--- config.mk ---
export PLATFORM = sky130hd
export DESIGN_NAME = sic_irq_ctrl
export DESIGN_NICKNAME = d
export VERILOG_FILES = /design/src/rtl/sic_pkg.sv /design/src/rtl/sic_decode.sv /design/src/rtl/sic_regs.sv /design/src/rtl/sic_outmux.sv /design/src/rtl/sic_irq_ctrl.sv
export SDC_FILE = /design/constraint.sdc
export NUM_CORES = 1
export LEC_CHECK = 0
export ABC_AREA = 1
export BUFFER_PORTS_ARGS = -buffer_cell sky130_fd_sc_hd__clkbuf_2
export CAP_MARGIN = 20
export CORE_UTILIZATION = 55
export CTS_BUF_LIST = sky130_fd_sc_hd__clkbuf_4 sky130_fd_sc_hd__clkbuf_8
export DETAILED_ROUTE_END_ITERATION = 7
export PLACE_DENSITY = 0.95
export SKIP_CTS_REPAIR_TIMING = 1
export SLEW_MARGIN = 5
export SYNTH_ARGS = -nofsm -noshare
export SYNTH_HDL_FRONTEND = slang
export SYNTH_SLANG_ARGS = --single-unit
--- constraint.sdc ---
create_clock -name clk -period 2.3 [get_ports clk]
set_input_delay 0.115 -clock clk [delete_from_list [all_inputs] [get_ports clk]]
set_output_delay 0.115 -clock clk [all_outputs]
set_load 0.05 [all_outputs]
--- src/rtl/sic_pkg.sv ---
package sic_pkg;

   // Word indices inside the register window (byte address >> 2)
   localparam int unsigned W_MASKED  = 0;
   localparam int unsigned W_RAW     = 1;
   localparam int unsigned W_EN_SET  = 2;
   localparam int unsigned W_EN_CLR  = 3;
   localparam int unsigned W_SOFT_SET = 4;
   localparam int unsigned W_SOFT_CLR = 5;
   localparam int unsigned W_RT_SET  = 8;
   localparam int unsigned W_RT_CLR  = 9;

   // One-hot write strobes produced by the decoder
   typedef struct packed {
      logic en_set;
      logic en_clr;
      logic soft_set;
      logic soft_clr;
      logic rt_set;
      logic rt_clr;
      logic undef;
   } wr_strobe_t;

   // Mask with ones from bit lo to bit hi inclusive
   function automatic logic [63:0] span_mask(input int unsigned lo, input int unsigned hi);
      logic [63:0] m;
      m = '0;
      for (int unsigned i = 0; i < 64; i++) begin
         if (i >= lo && i <= hi) m[i] = 1'b1;
      end
      return m;
   endfunction

endpackage

--- src/rtl/sic_decode.sv ---
module sic_decode
   import sic_pkg::*;
#(
   parameter int unsigned NSRC   = 32,
   parameter int unsigned ADDR_W = 12
) (
   input  logic              bus_sel,
   input  logic              bus_wr,
   input  logic [ADDR_W-1:0] bus_addr,
   input  logic [NSRC-1:0]   raw_i,
   input  logic [NSRC-1:0]   mask_i,
   input  logic [NSRC-1:0]   rt_i,
   output wr_strobe_t        wstb_o,
   output logic [NSRC-1:0]   rdata_o
);

   localparam int unsigned WORD_W = ADDR_W - 2;

   logic [WORD_W-1:0] word;
   logic              wr_go;

   assign word  = bus_addr[ADDR_W-1:2];
   assign wr_go = bus_sel & bus_wr;

   always_comb begin
      wstb_o = '0;
      if (wr_go) begin
         case (word)
            WORD_W'(W_EN_SET):   wstb_o.en_set   = 1'b1;
            WORD_W'(W_EN_CLR):   wstb_o.en_clr   = 1'b1;
            WORD_W'(W_SOFT_SET): wstb_o.soft_set = 1'b1;
            WORD_W'(W_SOFT_CLR): wstb_o.soft_clr = 1'b1;
            WORD_W'(W_RT_SET):   wstb_o.rt_set   = 1'b1;
            WORD_W'(W_RT_CLR):   wstb_o.rt_clr   = 1'b1;
            default:             wstb_o.undef    = 1'b1;
         endcase
      end
   end

   always_comb begin
      case (word)
         WORD_W'(W_MASKED):   rdata_o = raw_i & mask_i;
         WORD_W'(W_RAW):      rdata_o = raw_i;
         WORD_W'(W_EN_SET):   rdata_o = mask_i;
         WORD_W'(W_SOFT_SET): rdata_o = {{(NSRC-1){1'b0}}, raw_i[0]};
         WORD_W'(W_RT_SET):   rdata_o = rt_i;
         default:             rdata_o = '0;
      endcase
   end

   // at most one write strobe per cycle
   always_comb begin
      a_r10_one_strobe: assert ($onehot0(wstb_o));
   end

endmodule

--- src/rtl/sic_regs.sv ---
module sic_regs
   import sic_pkg::*;
#(
   parameter int unsigned NSRC  = 32,
   parameter int unsigned RT_LO = 21,
   parameter int unsigned RT_HI = 30
) (
   input  logic            clk,
   input  logic            rst_n,
   input  logic [NSRC-1:0] src_i,
   input  wr_strobe_t      wstb_i,
   input  logic [NSRC-1:0] wdata_i,
   output logic [NSRC-1:0] raw_o,
   output logic [NSRC-1:0] mask_o,
   output logic [NSRC-1:0] rt_o
);

   localparam logic [NSRC-1:0] RT_WIN = NSRC'(span_mask(RT_LO, RT_HI));

   logic [NSRC-1:0] raw_q, mask_q, rt_q;
   logic [NSRC-1:0] mask_d, rt_d;
   logic            wnz;

   assign wnz = |wdata_i;

   always_comb begin
      mask_d = mask_q;
      if (wstb_i.en_set)           mask_d = mask_q | wdata_i;
      if (wstb_i.en_clr)           mask_d = mask_q & ~wdata_i;
      if (wstb_i.soft_set && wnz)  mask_d[0] = 1'b1;
      if (wstb_i.soft_clr && wnz)  mask_d[0] = 1'b0;
   end

   always_comb begin
      rt_d = rt_q;
      if (wstb_i.rt_set) rt_d = rt_q | (wdata_i & RT_WIN);
      if (wstb_i.rt_clr) rt_d = rt_q & ~wdata_i;
   end

   always_ff @(posedge clk or negedge rst_n) begin
      if (!rst_n) begin
         raw_q  <= '0;
         mask_q <= '0;
         rt_q   <= '0;
      end else begin
         raw_q  <= src_i;
         mask_q <= mask_d;
         rt_q   <= rt_d;
      end
   end

   assign raw_o  = raw_q;
   assign mask_o = mask_q;
   assign rt_o   = rt_q;

   a_r1_raw_follows: assert property (@(posedge clk) disable iff (!rst_n)
      1'b1 |=> raw_q == $past(src_i));

   a_r3_set_or: assert property (@(posedge clk) disable iff (!rst_n)
      wstb_i.en_set |=> ((mask_q & $past(wdata_i)) == $past(wdata_i)));

   a_r4_clear: assert property (@(posedge clk) disable iff (!rst_n)
      wstb_i.en_clr |=> ((mask_q & $past(wdata_i)) == '0));

   a_r5_soft_set: assert property (@(posedge clk) disable iff (!rst_n)
      (wstb_i.soft_set && wnz) |=> mask_q[0]);

   a_r5_soft_clr: assert property (@(posedge clk) disable iff (!rst_n)
      (wstb_i.soft_clr && wnz) |=> !mask_q[0]);

   a_r6_window: assert property (@(posedge clk) disable iff (!rst_n)
      (rt_q & ~RT_WIN) == '0);

   a_r7_clear: assert property (@(posedge clk) disable iff (!rst_n)
      wstb_i.rt_clr |=> ((rt_q & $past(wdata_i)) == '0));

   a_r10_undef_write: assert property (@(posedge clk) disable iff (!rst_n)
      wstb_i.undef |=> ($stable(mask_q) && $stable(rt_q)));

endmodule

--- src/rtl/sic_outmux.sv ---
module sic_outmux #(
   parameter int unsigned NSRC     = 32,
   parameter int unsigned COMB_IDX = 31,
   parameter int unsigned RT_LO    = 21,
   parameter int unsigned RT_HI    = 30
) (
   input  logic            clk,
   input  logic            rst_n,
   input  logic [NSRC-1:0] raw_i,
   input  logic [NSRC-1:0] mask_i,
   input  logic [NSRC-1:0] rt_i,
   output logic [NSRC-1:0] parent_o
);

   logic any_pend;
   assign any_pend = |(raw_i & mask_i);

   for (genvar n = 0; n < NSRC; n++) begin : g_line
      if (n == COMB_IDX) begin : g_comb
         logic comb_q;
         always_ff @(posedge clk or negedge rst_n) begin
            if (!rst_n) comb_q <= 1'b0;
            else        comb_q <= any_pend;
         end
         assign parent_o[n] = comb_q;

         a_r2_comb_rise: assert property (@(posedge clk) disable iff (!rst_n)
            any_pend |=> parent_o[n]);
         a_r2_comb_fall: assert property (@(posedge clk) disable iff (!rst_n)
            !any_pend |=> !parent_o[n]);
      end else if (n >= RT_LO && n <= RT_HI) begin : g_route
         logic rt_q;
         always_ff @(posedge clk or negedge rst_n) begin
            if (!rst_n) rt_q <= 1'b0;
            else        rt_q <= raw_i[n] & rt_i[n];
         end
         assign parent_o[n] = rt_q;

         a_r8_off_low: assert property (@(posedge clk) disable iff (!rst_n)
            !rt_i[n] |=> !parent_o[n]);
         a_r8_follow: assert property (@(posedge clk) disable iff (!rst_n)
            (rt_i[n] && raw_i[n]) |=> parent_o[n]);
      end else begin : g_tie
         assign parent_o[n] = 1'b0;
      end
   end

endmodule

--- src/rtl/sic_irq_ctrl.sv ---
module sic_irq_ctrl
   import sic_pkg::*;
#(
   parameter int unsigned NSRC     = 32,
   parameter int unsigned ADDR_W   = 12,
   parameter int unsigned COMB_IDX = 31,
   parameter int unsigned RT_LO    = 21,
   parameter int unsigned RT_HI    = 30
) (
   input  logic              clk,
   input  logic              rst_n,
   input  logic [NSRC-1:0]   src_i,
   input  logic              bus_sel,
   input  logic              bus_wr,
   input  logic [ADDR_W-1:0] bus_addr,
   input  logic [NSRC-1:0]   bus_wdata,
   output logic [NSRC-1:0]   bus_rdata,
   output logic [NSRC-1:0]   parent_o
);

   localparam int unsigned MIN_ADDR_W = 6;

   if (NSRC > 64 || NSRC < 2) begin : g_chk_n
      $error("sic_irq_ctrl: NSRC out of range");
   end
   if (RT_LO > RT_HI || RT_HI >= NSRC) begin : g_chk_win
      $error("sic_irq_ctrl: routing window invalid");
   end
   if (COMB_IDX >= NSRC || (COMB_IDX >= RT_LO && COMB_IDX <= RT_HI)) begin : g_chk_comb
      $error("sic_irq_ctrl: combined line overlaps window");
   end
   if (ADDR_W < MIN_ADDR_W) begin : g_chk_addr
      $error("sic_irq_ctrl: address too narrow");
   end

   wr_strobe_t      wstb;
   logic [NSRC-1:0] raw, mask, rt;

   sic_decode #(.NSRC(NSRC), .ADDR_W(ADDR_W)) u_dec (
      .bus_sel (bus_sel),
      .bus_wr  (bus_wr),
      .bus_addr(bus_addr),
      .raw_i   (raw),
      .mask_i  (mask),
      .rt_i    (rt),
      .wstb_o  (wstb),
      .rdata_o (bus_rdata)
   );

   sic_regs #(.NSRC(NSRC), .RT_LO(RT_LO), .RT_HI(RT_HI)) u_regs (
      .clk    (clk),
      .rst_n  (rst_n),
      .src_i  (src_i),
      .wstb_i (wstb),
      .wdata_i(bus_wdata),
      .raw_o  (raw),
      .mask_o (mask),
      .rt_o   (rt)
   );

   sic_outmux #(.NSRC(NSRC), .COMB_IDX(COMB_IDX), .RT_LO(RT_LO), .RT_HI(RT_HI)) u_out (
      .clk     (clk),
      .rst_n   (rst_n),
      .raw_i   (raw),
      .mask_i  (mask),
      .rt_i    (rt),
      .parent_o(parent_o)
   );

   // a parent line outside the combined line and the window never rises
   a_r9_low_lines: assert property (@(posedge clk) disable iff (!rst_n)
      (parent_o & ~(NSRC'(span_mask(RT_LO, RT_HI)) | (NSRC'(1) << COMB_IDX))) == '0);

endmodule

Word level (Yosys, flattened, before mapping)
Index checks and enable logic that the tools add are counted.
Word-level totals
  bits in latches: 0
  input bits: 80
  word-level logic and storage cells: 63
  RAM bits: 0
  register bits after elaboration: 107
  bits in read-only memories: 0
  memories kept: 0
  output and inout bits: 64
Cells by class
  shift operators: 0
  bitwise logic cells: 17
  multipliers: 0
  equality and inequality tests: 7
  divide/modulo/power cells: 0
  mux-type cells: 15
  add/sub/neg operators: 0
  reduce and logical (&&, ||, !) cells: 9
  magnitude comparators: 0
Operators by type and width (count)
  32-bit case mux with 5 select lines: 1
  32-bit two-way mux: 4
  32-bit bitwise AND: 3
  32-bit OR reduction: 2
  32-bit inverter: 1
  32-bit by 31-bit OR with 32-bit output: 1
  32-bit OR: 1
  10-bit by 2-bit == test with 1-bit output, second input constant: 2
  10-bit by 3-bit == test with 1-bit output, second input constant: 2
  10-bit by 4-bit == test with 1-bit output, second input constant: 2
  1-bit bitwise AND: 11
  10-bit by 1-bit == test with 1-bit output, second input constant: 1
  10-bit logical NOT: 1
  1-bit two-way mux: 9
  7-bit two-way mux: 1
  6-bit OR reduction: 1
  2-bit nonzero test: 2
  4-bit nonzero test: 1
  1-bit logical AND: 2

Longest topological paths before layout
Gate-level depths: netlist of the first run.
  depth in word-level cells: 8
  depth in mapped cells: 9

Hierarchy
Synthesis of the first run repeated with hierarchy kept, for this count alone.
Unflattened totals
  cells, all modules: 689
  area total of the unflattened synthesis: 5554.1 µm²
Modules (own cells, without submodules)
  sic_regs: cells an instance 301, area each 3477.1 µm², instances 1
  sic_decode: cells an instance 261, area each 1246.2 µm², instances 1
  sic_outmux: cells an instance 127, area each 830.8 µm², instances 1

Worst setup path after synthesis of the first run
No wires, ideal clock.
  kind: input port to output port
  start: in bus_addr[7]
  end: out bus_rdata[11]
  arrival time: 1645 ps
  stages: 6
  setup slack: 540 ps
  path buffers: 1
  cell sequence: nor2_2 > nand2_4 > nor2_8 > nand2_4 > clkbuf_1 > o211ai_1
Between the ends
  cells in the longest elaborated chain, start to end: 2
  elaborated cells on any way between the ends: 6
RTL lines
  start, declared: line sic_irq_ctrl.sv:15  | input logic [ADDR_W-1:0] bus_addr,
  10-bit by 4-bit == test with 1-bit output, or another cell as far along: line sic_decode.sv:41  | case (word)
  32-bit case mux with 5 select lines (*): line sic_decode.sv:41
  end, declared: line sic_irq_ctrl.sv:17  | output logic [NSRC-1:0] bus_rdata,
Mark *: on every way between the ends. The rest lies on a longest branch, timed or not.

Worst setup path after layout of the first run
  start: in bus_addr[9]
  end: out bus_rdata[5]
Same word-level chain as after synthesis.

==> metrics.txt, run 1 <==
# TYPE chip_impl_metric gauge
chip_impl_metric{name="synth.top_cell.area_share",unit=""} 0.4879
chip_impl_info{name="critical_path_class",value="input port to output pin"} 1
chip_impl_metric{name="fmaxAchievable",unit="MHz"} 485.1
chip_impl_info{name="tritoncts_clock_tree",value="done"} 1
chip_impl_metric{name="postRouteWirelength",unit="µm"} 15200
chip_impl_metric{name="cts-htree-levels",unit=""} 3
chip_impl_metric{name="initial_util",unit=""} 0.5640
chip_impl_metric{name="gpl.final_weighted_congestion",unit=""} 0.8361
chip_impl_metric{name="grt_max_degree",unit=""} 48
chip_impl_metric{name="final_core_utilization",unit=""} 0.7262
chip_impl_metric{name="final.setup.tns",unit="ps"} 0
chip_impl_info{name="timing.critical_path.max_delay_family",value="simple AND/OR/NAND/NOR gates"} 1
chip_impl_metric{name="final.min_clock_period",unit="ps"} 2061
chip_impl_metric{name="fin_hold_ws",unit="ps"} -4.760
chip_impl_metric{name="synth.lib_cells_used.distinct",unit=""} 32
chip_impl_metric{name="via_count_of_the_first_global_routing_pass",unit=""} 4583
chip_impl_metric{name="detailroute.via_count",unit=""} 4968
chip_impl_metric{name="pre_cts_slack",unit="ps"} 398.5
chip_impl_metric{name="count_of_final_setup_violators",unit=""} 0
chip_impl_metric{name="power.leakage",unit="nW"} 3.747
chip_impl_info{name="cp_cell_sequence",value="clkbuf_2, nor2_2, nand2_4, nor2_2, nand2_1, buf_4, o21ai_0, nand2_1, o211ai_1, buf_12"} 1
chip_impl_metric{name="finalHoldViolations",unit=""} 1
chip_impl_metric{name="post_synth_instance_area",unit="µm²"} 5488
chip_impl_metric{name="global_route_wire_length_before_repair",unit="µm"} 21560
chip_impl_metric{name="final_worst_slack",unit="ps"} 238.7
chip_impl_metric{name="post_syn_instances",unit=""} 616
chip_impl_info{name="synth.top_cells.by_area",value="sky130_fd_sc_hd__dfrtp_1 49%, sky130_fd_sc_hd__nand2_1 9.2%, sky130_fd_sc_hd__inv_1 7.7%"} 1
chip_impl_metric{name="power.density_cell_area",unit="nW/µm²"} 541.7
chip_impl_info{name="violations",value="negative hold slack"} 1
chip_impl_metric{name="synthToLayoutAreaGrowth",unit="%"} 28.75
chip_impl_metric{name="timing.critical_path.arrival",unit="ps"} 1950
chip_impl_metric{name="finish.net_count",unit=""} 873
chip_impl_metric{name="die-width",unit="µm"} 101.9
chip_impl_metric{name="numPortBuffers",unit=""} 120
chip_impl_metric{name="yosys_warnings",unit=""} 0
chip_impl_metric{name="cts_made_buffers",unit=""} 9
chip_impl_metric{name="cts.sinks",unit=""} 107
chip_impl_metric{name="vdd_drop_max",unit="V"} 0.0003769
chip_impl_metric{name="num-fill-cells",unit=""} 697
chip_impl_info{name="end_kind",value="output pin"} 1
chip_impl_metric{name="dr.pass1.iters",unit=""} 7
chip_impl_metric{name="layout-drive-gt1-share",unit=""} 0.2556
chip_impl_info{name="status",value="finished, violations left"} 1
chip_impl_metric{name="setup.reg_to_reg.worst_slack",unit="ps"} 1060
chip_impl_info{name="layout.cells.most_common",value="sky130_fd_sc_hd__nand2_1"} 1
chip_impl_metric{name="drt_iter0_drc",unit=""} 339
chip_impl_metric{name="via_density_per_instance",unit=""} 5.336
chip_impl_metric{name="critical_path.n_buffers_inverters",unit=""} 3
chip_impl_metric{name="detail-route-antenna-nets",unit=""} 0
chip_impl_metric{name="global_route.usage.total",unit=""} 0.2768
chip_impl_info{name="layout_common_cells",value="135 x sky130_fd_sc_hd__nand2_1, 113 x sky130_fd_sc_hd__inv_1, 111 x sky130_fd_sc_hd__clkbuf_2"} 1
chip_impl_metric{name="power.sequential.fraction",unit=""} 0.509
chip_impl_metric{name="p_clk_frac",unit=""} 0.372
chip_impl_metric{name="max_cap_violations",unit=""} 0
chip_impl_metric{name="antenna_cells",unit=""} 0
chip_impl_metric{name="remaining_drc_errors",unit=""} 0
chip_impl_metric{name="routed_wire_length_per_instance",unit="µm"} 16.33
chip_impl_metric{name="io-pin-count",unit=""} 144
chip_impl_metric{name="clock-skew-final",unit="ps"} 12.32
chip_impl_metric{name="synth.yosys.seq_area_share",unit=""} 0.4879
chip_impl_info{name="worst_hold_check_path_type",value="input port to flop"} 1
chip_impl_metric{name="core",unit="µm²"} 9729
chip_impl_metric{name="globalRoute.totalOverflow",unit=""} 0
chip_impl_metric{name="clk_path_buf_depth",unit=""} 2
chip_impl_metric{name="post-dp-hpwl",unit="µm"} 9504
chip_impl_metric{name="slew_viol_final",unit=""} 0
chip_impl_metric{name="antenna_found_initial",unit=""} 0
chip_impl_metric{name="power_report.internal_total",unit="W"} 0.002835
chip_impl_metric{name="dieArea",unit="µm²"} 10380
chip_impl_metric{name="p_switching",unit="W"} 0.0009929
chip_impl_metric{name="floorplan.die.height",unit="µm"} 101.9
chip_impl_info{name="setup_repair_after_global_routing_missed_its_margin",value="no"} 1
chip_impl_info{name="critPathLaunchType",value="input port"} 1
chip_impl_metric{name="row_count",unit=""} 36
chip_impl_info{name="clockRootBuffer",value="sky130_fd_sc_hd__clkbuf_8"} 1
chip_impl_metric{name="fin_crit_sh",unit=""} 0.8962
chip_impl_metric{name="combinationalPowerShare",unit=""} 0.119
chip_impl_metric{name="switching_share",unit=""} 0.2594
chip_impl_metric{name="cp_slowest_stage_delay",unit="ps"} 330
chip_impl_metric{name="postSynthAreaPerCell",unit="µm²"} 8.909
chip_impl_metric{name="synth_seq_cells",unit=""} 107
chip_impl_metric{name="timing.critical_path.fanout_max",unit=""} 23
chip_impl_metric{name="cts.reportedPaths.clkPinSlew",unit="ps"} 100
chip_impl_info{name="synth_largest_area_cell",value="sky130_fd_sc_hd__dfrtp_1"} 1
chip_impl_info{name="critical-path-slowest-cell",value="sky130_fd_sc_hd__o21ai_0"} 1
chip_impl_metric{name="critical_path_required",unit="ps"} 2180
chip_impl_metric{name="clock_latency",unit="ps"} 380
[synth_stat cells, drive strengths merged]
cell,n
dfrtp,107
o221ai,9
o2111ai,15
nor3,2
nor2,38
buf,50
a22o,1
o22ai,1
and3,1
conb,1
inv,116
nand3,22
nand4,14
o21ai,47
o211ai,17
a21oi,2
nand2,141
clkbuf,1
a22oi,31
[cell families after synthesis]
kind of cell           count (synthesis)  share of synthesized area
AND/OR/NAND/NOR                      218                     0.1801
buffers and inverters                167                     0.1507
AO/OA/AOI/OAI                        123                     0.1806
flip-flops                           107                     0.4879
other                                  1                  0.0006833
[power by group through the flow]
| stage | logic (W) | registers (W) | clock network [W] |
|---|---|---|---|
| 4_1_cts | 0.000363 | 0.00195 | 0.00143 |
| 3_5_place_dp | 0.000361 | 0.00198 | 0 |
| 3_3_place_gp | 0.000355 | 0.00198 | 0 |
| 6_report | 0.000454 | 0.00195 | 0.00142 |
| 5_1_grt | 0.000494 | 0.00195 | 0.00151 |
| 2_1_floorplan | 0.000227 | 0.00198 | 0 |
[layout make-up]
cell class | count | area [µm²] | share of cell area
inverter | 116 | 440.4 | 0.06233
clock buffer | 10 | 131.4 | 0.01859
tap | 133 | 166.4 | 0.02355
timing repair buffer | 197 | 1471 | 0.2083
multi-input combinational | 362 | 2059 | 0.2915
sequential | 107 | 2678 | 0.3790
clock inverter | 6 | 118.9 | 0.01682
[layer usage]
layer  track usage  share of wire
met1        0.3592           0.39
met2        0.4517           0.50
met3       0.06361          0.078
met4        0.1132          0.030
met5             0              0
[worst reg2reg max path: cells and delay by family, from the launching register on]
kind          cells  cell delay [ps]
simple gates      4              700
flops             1              420
[worst paths after layout]
check,start,end,cells after the start
min in group asynchronous,rst_n,asynchronous set/reset pin,2
worst min register to register,flop,u_out.g_line[22].g_route.rt_q,2
worst max-delay path,bus_addr[9],bus_rdata[5],10
worst max register to register,flop,u_out.g_line[31].g_comb.comb_q,4
worst min-delay path,bus_wdata[1],flop,2
max in group asynchronous,rst_n,asynchronous set/reset pin,3
[through the flow]
| step | hold slack [ps] | std cells | power (W) | cell area [µm²] |
|---|---|---|---|---|
| floorplan | -180.6 | 636 | 0.002205 | 5563 |
| global placement | 89.35 | 852 | 0.002338 | 6185 |
| detailed placement | 87.79 | 852 | 0.002345 | 6185 |
| CTS | -328.1 | 868 | 0.003744 | 6435 |
| global route | -1.610 | 931 | 0.003963 | 7066 |
| finish | -4.760 | 931 | 0.003828 | 7066 |
(Power assumes the default switching activity.)
==> inputs of run 2 (changes only) <==
--- a/config.mk
+++ b/config.mk
@@ -8,10 +8,12 @@
 export ABC_AREA = 1
 export BUFFER_PORTS_ARGS = -buffer_cell sky130_fd_sc_hd__clkbuf_2
 export CAP_MARGIN = 20
-export CORE_UTILIZATION = 55
+export CORE_UTILIZATION = 59
 export CTS_BUF_LIST = sky130_fd_sc_hd__clkbuf_4 sky130_fd_sc_hd__clkbuf_8
 export DETAILED_ROUTE_END_ITERATION = 7
 export PLACE_DENSITY = 0.95
+export REMOVE_ABC_BUFFERS = 1
+export SETUP_SLACK_MARGIN = 0.5
 export SKIP_CTS_REPAIR_TIMING = 1
 export SLEW_MARGIN = 5
 export SYNTH_ARGS = -nofsm -noshare
==> run 2 against run 1 <==
Against the previous run: the flow finishes with violations (design-rule violations); via count is 3.3% higher; cell count is 3.9% lower; non-clock buffer count is 11 lower; die area is 6.6% lower; power is 3.4% lower; worst setup slack better by 300 ps; sequential power hardly changed; clock power is 8% lower; sequential share of layout area is 0.22 points higher; design area is 0.57% lower.
==> metrics.txt, run 2 (same netlist as run 1, synthesis figures left out) <==
# TYPE chip_impl_metric gauge
chip_impl_metric{name="synthToLayoutAreaGrowth",unit="%"} 28.02
chip_impl_metric{name="timing.critical_path.fanout_max",unit=""} 15
chip_impl_metric{name="multi_input_logic_area",unit="µm²"} 2090
chip_impl_metric{name="tightest_slew",unit="ps"} 573.1
chip_impl_metric{name="setup.reg_to_reg.worst_slack",unit="ps"} 1140
chip_impl_info{name="clockRootBuffer",value="sky130_fd_sc_hd__clkbuf_8"} 1
chip_impl_metric{name="power.leakage",unit="nW"} 3.687
chip_impl_metric{name="dieArea",unit="µm²"} 9691
chip_impl_metric{name="layout-drive-gt1-share",unit=""} 0.2579
chip_impl_metric{name="clock-skew-final",unit="ps"} 7.820
chip_impl_metric{name="post-dp-hpwl",unit="µm"} 9748
chip_impl_metric{name="clock_latency",unit="ps"} 370
chip_impl_metric{name="cts_made_buffers",unit=""} 9
chip_impl_info{name="layout.cells.most_common",value="sky130_fd_sc_hd__nand2_1"} 1
chip_impl_metric{name="count_of_final_setup_violators",unit=""} 0
chip_impl_metric{name="fmaxAchievable",unit="MHz"} 567.5
chip_impl_metric{name="postPlaceCellArea",unit="µm²"} 6168
chip_impl_info{name="violations",value="design-rule violations"} 1
chip_impl_info{name="setup_repair_after_global_routing_missed_its_margin",value="no"} 1
chip_impl_metric{name="dr.pass1.iters",unit=""} 8
chip_impl_metric{name="globalRoute.totalOverflow",unit=""} 0
chip_impl_metric{name="routed_wire_length_per_instance",unit="µm"} 17.23
chip_impl_metric{name="global_route_wire_length_before_repair",unit="µm"} 23080
chip_impl_metric{name="via_density_per_instance",unit=""} 5.734
chip_impl_metric{name="detailroute.via_count",unit=""} 5132
chip_impl_metric{name="antenna_cells",unit=""} 0
chip_impl_metric{name="detail-route-antenna-nets",unit=""} 0
chip_impl_metric{name="slew_viol_final",unit=""} 0
chip_impl_info{name="layout_common_cells",value="134 x sky130_fd_sc_hd__nand2_1, 111 x sky130_fd_sc_hd__inv_1, 107 x sky130_fd_sc_hd__dfrtp_1"} 1
chip_impl_metric{name="cts.sinks",unit=""} 107
chip_impl_metric{name="max_cap_violations",unit=""} 0
chip_impl_info{name="worst_hold_check_path_type",value="input port to flop"} 1
chip_impl_metric{name="register_area",unit="µm²"} 2678
chip_impl_metric{name="finish.net_count",unit=""} 862
chip_impl_metric{name="cts-htree-levels",unit=""} 3
chip_impl_metric{name="floorplan.die.height",unit="µm"} 98.45
chip_impl_info{name="status",value="finished, violations left"} 1
chip_impl_metric{name="clk_path_buf_depth",unit=""} 2
chip_impl_info{name="hold_start",value="bus_wdata[3]"} 1
chip_impl_metric{name="final_core_utilization",unit=""} 0.7940
chip_impl_metric{name="final.setup.tns",unit="ps"} 0
chip_impl_metric{name="worst_hold_path.num_cells",unit=""} 2
chip_impl_metric{name="dp_cells",unit=""} 822
chip_impl_metric{name="grt_max_degree",unit=""} 108
chip_impl_metric{name="report.power.total",unit="W"} 0.003697
chip_impl_metric{name="timing.critical_path.arrival",unit="ps"} 1650
chip_impl_metric{name="core",unit="µm²"} 8848
chip_impl_metric{name="gpl.final_weighted_congestion",unit=""} 0.8667
chip_impl_metric{name="finalHoldViolations",unit=""} 0
chip_impl_metric{name="cts.reportedPaths.clkPinSlew",unit="ps"} 100
chip_impl_metric{name="global_route.usage.total",unit=""} 0.3058
chip_impl_metric{name="fin_crit_sh",unit=""} 0.7661
chip_impl_metric{name="initial_util",unit=""} 0.6202
chip_impl_info{name="rr_endpoint",value="u_out.g_line[31].g_comb.comb_q"} 1
chip_impl_metric{name="remaining_drc_errors",unit=""} 17
chip_impl_metric{name="antenna_found_initial",unit=""} 0
chip_impl_metric{name="die-width",unit="µm"} 98.45
chip_impl_metric{name="drt_iter0_drc",unit=""} 432
chip_impl_metric{name="fin_cells",unit=""} 895
chip_impl_metric{name="worst_r2r_path_depth",unit=""} 4
chip_impl_metric{name="num-fill-cells",unit=""} 558
chip_impl_metric{name="worst_slew_margin_rel",unit=""} 0.6180
chip_impl_metric{name="critical_path_required",unit="ps"} 2180
chip_impl_metric{name="final.min_clock_period",unit="ps"} 1762
chip_impl_metric{name="vdd_drop_max",unit="V"} 0.0002930
chip_impl_metric{name="fin_area",unit="µm²"} 7025
chip_impl_metric{name="via_count_of_the_first_global_routing_pass",unit=""} 4903
chip_impl_metric{name="postRouteWirelength",unit="µm"} 15420
chip_impl_metric{name="power.density_cell_area",unit="nW/µm²"} 526.2
chip_impl_info{name="critPathLaunchType",value="input port"} 1
chip_impl_info{name="critical_path_class",value="input port to output pin"} 1
chip_impl_info{name="tritoncts_clock_tree",value="done"} 1
chip_impl_info{name="end_kind",value="output pin"} 1
chip_impl_metric{name="numPortBuffers",unit=""} 120
chip_impl_metric{name="row_count",unit=""} 34
chip_impl_metric{name="io-pin-count",unit=""} 144
==> run 2: cell types whose count changed in the layout (fill, tap and decap cells not counted), sizes merged <==
cell / delta
bufinv: -1
clkbuf: -5
inv: -2
dlygate4sd3: -7
clkinv: +3
clkinvlp: +1
==> run 2: cell type report <==
type                       instances  share of cell area
timing repair buffer             186              0.2068
multi-input combinational        362              0.2974
clock inverter                     7             0.01425
clock buffer                       9             0.01763
tap                              108             0.01923
inverter                         116             0.06358
sequential                       107              0.3811
==> run 2: worst max path at each step <==
stage / start / endpoint / slack [ps]
2_1_floorplan: bus_addr[7] / bus_rdata[0] / 200
3_3_place_gp: bus_addr[2] / bus_rdata[1] / 440
3_5_place_dp: bus_addr[2] / bus_rdata[31] / 330
4_1_cts: bus_addr[2] / bus_rdata[31] / 290
5_1_grt: bus_addr[2] / bus_rdata[0] / 480
6_report: bus_addr[2] / bus_rdata[1] / 540
==> run 2: through the flow <==
| stage | setup slack [ps] | hold slack (ps) |
|---|---|---|
| 2_1_floorplan | 198.8 | -180.6 |
| 3_3_place_gp | 435.6 | 225.2 |
| 3_5_place_dp | 325.4 | 224.6 |
| 4_1_cts | 290.0 | -175.2 |
| 5_1_grt | 481.4 | 3.500 |
| 6_report | 537.9 | 3.529 |
==> run 2: report_power, final <==
part / switching [W] / internal [W]
combinational: 0.000294 / 0.000152
clock: 0.000676 / 0.000624
sequential: 0.0000279 / 0.00192
total: 0.000998 / 0.00270
==> run 2: critical path, cell delays in order <==
cell and delay (ps):
sky130_fd_sc_hd__clkbuf_4 200, sky130_fd_sc_hd__nor2_1 130, sky130_fd_sc_hd__nand2_1 140, sky130_fd_sc_hd__inv_2 130
sky130_fd_sc_hd__nand2_4 110, sky130_fd_sc_hd__buf_12 180, sky130_fd_sc_hd__o21ai_1 130, sky130_fd_sc_hd__nand2_1 60
sky130_fd_sc_hd__o211ai_1 120, sky130_fd_sc_hd__clkbuf_2 320
==> run 2: metal layers <==
metal / share of wire / GRT usage / routed length (µm) / vias to the layer above
met1: 0.37 / 0.3748 / 5720 / 2431
met4: 0.034 / 0.1699 / 518 / 0
met2: 0.51 / 0.5135 / 7824 / 358
li1: - / - / - / 2286
met3: 0.088 / 0.05745 / 1357 / 57
met5: 0 / 0 / 0 / -
==> inputs of run 3 (changes only) <==
--- a/config.mk
+++ b/config.mk
@@ -8,7 +8,7 @@
 export ABC_AREA = 1
 export BUFFER_PORTS_ARGS = -buffer_cell sky130_fd_sc_hd__clkbuf_2
 export CAP_MARGIN = 20
-export CORE_UTILIZATION = 59
+export CORE_UTILIZATION = 55
 export CTS_BUF_LIST = sky130_fd_sc_hd__clkbuf_4 sky130_fd_sc_hd__clkbuf_8
 export DETAILED_ROUTE_END_ITERATION = 7
 export PLACE_DENSITY = 0.95
==> constraint.sdc (replaced) <==
create_clock -name clk -period 1.8 [get_ports clk]
set_input_delay 0.09 -clock clk [delete_from_list [all_inputs] [get_ports clk]]
set_output_delay 0.09 -clock clk [all_outputs]
set_load 0.05 [all_outputs]
==> run 3 against run 2 <==
Against the previous run: the flow now finishes without violations; non-clock buffer count rose by 29; sequential share of layout area fell by 3.6 points; global-route usage fell by 2.7 points; sequential power rose by 28%; register-to-register slack got worse by 560 ps; first-iteration DRC count rose by 7.6%; utilization rose by 0.37 points; largest power group unchanged.
==> metrics.txt, run 3 (same netlist as run 1, synthesis figures left out) <==
# TYPE chip_impl_metric gauge
chip_impl_metric{name="synthToLayoutAreaGrowth",unit="%"} 41.43
chip_impl_metric{name="io-pin-count",unit=""} 144
chip_impl_metric{name="clk_path_buf_depth",unit=""} 2
chip_impl_metric{name="layout-drive-gt1-share",unit=""} 0.3056
chip_impl_metric{name="remaining_drc_errors",unit=""} 0
chip_impl_metric{name="core",unit="µm²"} 9729
chip_impl_info{name="rr_endpoint",value="u_out.g_line[31].g_comb.comb_q"} 1
chip_impl_metric{name="global_route.usage.total",unit=""} 0.2784
chip_impl_metric{name="max_cap_violations",unit=""} 0
chip_impl_metric{name="drt_iter0_drc",unit=""} 465
chip_impl_metric{name="grt_max_degree",unit=""} 44
chip_impl_metric{name="power.density_cell_area",unit="nW/µm²"} 598.5
chip_impl_metric{name="finish.net_count",unit=""} 893
chip_impl_metric{name="vdd_drop_max",unit="V"} 0.0004508
chip_impl_metric{name="timing.critical_path.arrival",unit="ps"} 1480
chip_impl_metric{name="cts_made_buffers",unit=""} 9
chip_impl_metric{name="antenna_found_initial",unit=""} 0
chip_impl_metric{name="clock_latency",unit="ps"} 380
chip_impl_metric{name="final.min_clock_period",unit="ps"} 1570
chip_impl_info{name="worstReg2RegStart",value="u_regs.raw_o[10]"} 1
chip_impl_info{name="tritoncts_clock_tree",value="done"} 1
chip_impl_metric{name="numPortBuffers",unit=""} 120
chip_impl_metric{name="row_count",unit=""} 36
chip_impl_metric{name="detail-route-antenna-nets",unit=""} 0
chip_impl_info{name="clockRootBuffer",value="sky130_fd_sc_hd__clkbuf_8"} 1
chip_impl_metric{name="routed_wire_length_per_instance",unit="µm"} 17.52
chip_impl_info{name="critical_path.startpoint",value="bus_addr[11]"} 1
chip_impl_metric{name="floorplan.die.height",unit="µm"} 101.9
chip_impl_metric{name="slew_viol_final",unit=""} 0
chip_impl_metric{name="clock-skew-final",unit="ps"} 11.33
chip_impl_metric{name="finalHoldViolations",unit=""} 0
chip_impl_info{name="setup_repair_after_global_routing_missed_its_margin",value="yes"} 1
chip_impl_metric{name="cts.sinks",unit=""} 107
chip_impl_metric{name="fin_hold_ws",unit="ps"} 63.16
chip_impl_metric{name="initial_util",unit=""} 0.5640
chip_impl_metric{name="die-width",unit="µm"} 101.9
chip_impl_info{name="critical_path_class",value="input port to output pin"} 1
chip_impl_metric{name="setup.reg_to_reg.worst_slack",unit="ps"} 580
chip_impl_metric{name="final_core_utilization",unit=""} 0.7977
chip_impl_metric{name="detailroute.via_count",unit=""} 5235
chip_impl_info{name="layout_common_cells",value="129 x sky130_fd_sc_hd__nand2_1, 108 x sky130_fd_sc_hd__inv_1, 107 x sky130_fd_sc_hd__dfrtp_1"} 1
chip_impl_metric{name="via_density_per_instance",unit=""} 5.505
chip_impl_metric{name="worst_r2r_path_depth",unit=""} 4
chip_impl_metric{name="count_of_final_setup_violators",unit=""} 0
chip_impl_info{name="layout.cells.most_common",value="sky130_fd_sc_hd__nand2_1"} 1
chip_impl_metric{name="dieArea",unit="µm²"} 10380
chip_impl_metric{name="globalRoute.totalOverflow",unit=""} 0
chip_impl_metric{name="fin_crit_sh",unit=""} 0.8721
chip_impl_info{name="cp-endpoint",value="bus_rdata[8]"} 1
chip_impl_metric{name="via_count_of_the_first_global_routing_pass",unit=""} 4582
chip_impl_metric{name="cts-htree-levels",unit=""} 3
chip_impl_metric{name="dr.pass1.iters",unit=""} 6
chip_impl_metric{name="num-fill-cells",unit=""} 615
chip_impl_metric{name="postPlaceCellArea",unit="µm²"} 6492
chip_impl_metric{name="critical_path_required",unit="ps"} 1710
chip_impl_metric{name="antenna_cells",unit=""} 0
chip_impl_metric{name="gpl.final_weighted_congestion",unit=""} 0.8347
chip_impl_info{name="status",value="completed"} 1
chip_impl_metric{name="postRouteWirelength",unit="µm"} 16660
chip_impl_metric{name="fin_area",unit="µm²"} 7761
chip_impl_metric{name="power.leakage",unit="nW"} 3.990
chip_impl_info{name="worst_hold_check_path_type",value="input port to flop"} 1
chip_impl_metric{name="timing.critical_path.fanout_max",unit=""} 9
chip_impl_info{name="critPathLaunchType",value="input port"} 1
chip_impl_metric{name="post-dp-hpwl",unit="µm"} 9798
chip_impl_metric{name="global_route_wire_length_before_repair",unit="µm"} 21870
chip_impl_metric{name="cts.reportedPaths.clkPinSlew",unit="ps"} 100
chip_impl_metric{name="fmaxAchievable",unit="MHz"} 637.1
chip_impl_info{name="end_kind",value="output pin"} 1
[run 3: cell count changes in the layout (fill, tap and decap cells not counted), moves of 6 or more]
cell | previous run | this run
sky130_fd_sc_hd__nand2_2 | 2 | 8
sky130_fd_sc_hd__clkbuf_16 | 1 | 8
sky130_fd_sc_hd__o2111ai_1 | 15 | 6
sky130_fd_sc_hd__dlygate4sd3_1 | 56 | 64
sky130_fd_sc_hd__o2111ai_2 | 0 | 6
sky130_fd_sc_hd__o21ai_0 | 17 | 11
sky130_fd_sc_hd__buf_12 | 12 | 23
sky130_fd_sc_hd__buf_4 | 10 | 30
sky130_fd_sc_hd__clkbuf_2 | 102 | 85
[run 3: layout make-up]
cell class | count | area [µm²] | area share
Timing Repair Buffer | 215 | 2008 | 0.2587
Clock buffer | 11 | 145.1 | 0.01870
Sequential cell | 107 | 2678 | 0.3450
Clock inverter | 5 | 60.06 | 0.007738
Tap cell | 133 | 166.4 | 0.02144
Multi-Input combinational cell | 364 | 2251 | 0.2900
Inverter | 116 | 452.9 | 0.05836
[run 3: power breakdown]
group | total [W] | switching, W | internal, W | leakage, nW
registers | 0.00249 | 0.0000352 | 0.00246 | 1.18
clock network | 0.00153 | 0.000824 | 0.000705 | 0.104
logic | 0.000624 | 0.000396 | 0.000228 | 2.70
total | 0.00465 | 0.00126 | 0.00339 | 3.99
[run 3: metal layers]
layer | share of wire | wire, µm | up-vias | track usage
met5 | 0 | 0 | - | 0
met4 | 0.032 | 530 | 0 | 0.1099
met3 | 0.096 | 1592 | 55 | 0.04925
met2 | 0.51 | 8545 | 357 | 0.4813
met1 | 0.36 | 5995 | 2472 | 0.3488
li1 | - | - | 2351 | -
[run 3: worst min path at each step]
| stage | cells after the start | start | end |
|---|---|---|---|
| 2_1_floorplan | 0 | rst_n | asynchronous set/reset pin |
| 3_5_place_dp | 1 | rst_n | u_out.g_line[22].g_route.rt_q |
| 5_1_grt | 4 | bus_wdata[0] | u_regs.rt_o[0] |
| 3_3_place_gp | 1 | rst_n | u_out.g_line[22].g_route.rt_q |
| 6_report | 4 | bus_wdata[0] | u_regs.rt_o[0] |
| 4_1_cts | 1 | rst_n | u_out.g_line[22].g_route.rt_q |
[run 3: critical path, stage by stage]
cell and delay [ps]:
sky130_fd_sc_hd__clkbuf_2 100, sky130_fd_sc_hd__nor2_4 160, sky130_fd_sc_hd__nand2_2 120, sky130_fd_sc_hd__nor2_8 110
sky130_fd_sc_hd__nand2_4 110, sky130_fd_sc_hd__buf_4 210, sky130_fd_sc_hd__o211ai_1 370, sky130_fd_sc_hd__buf_12 200
[run 3: through the flow]
| stage | TNS (ps) | setup WS (ps) | std cells | total power [W] |
|---|---|---|---|---|
| after detailed placement | 0 | 27.17 | 858 | 0.003004 |
| after global routing | 0 | 152.8 | 951 | 0.004805 |
| final | 0 | 230.3 | 951 | 0.004645 |
| after floorplan | -4184 | -251.2 | 585 | 0.002761 |
| after global placement | 0 | 97.23 | 858 | 0.002996 |
| after CTS | 0 | 22.96 | 874 | 0.004510 |
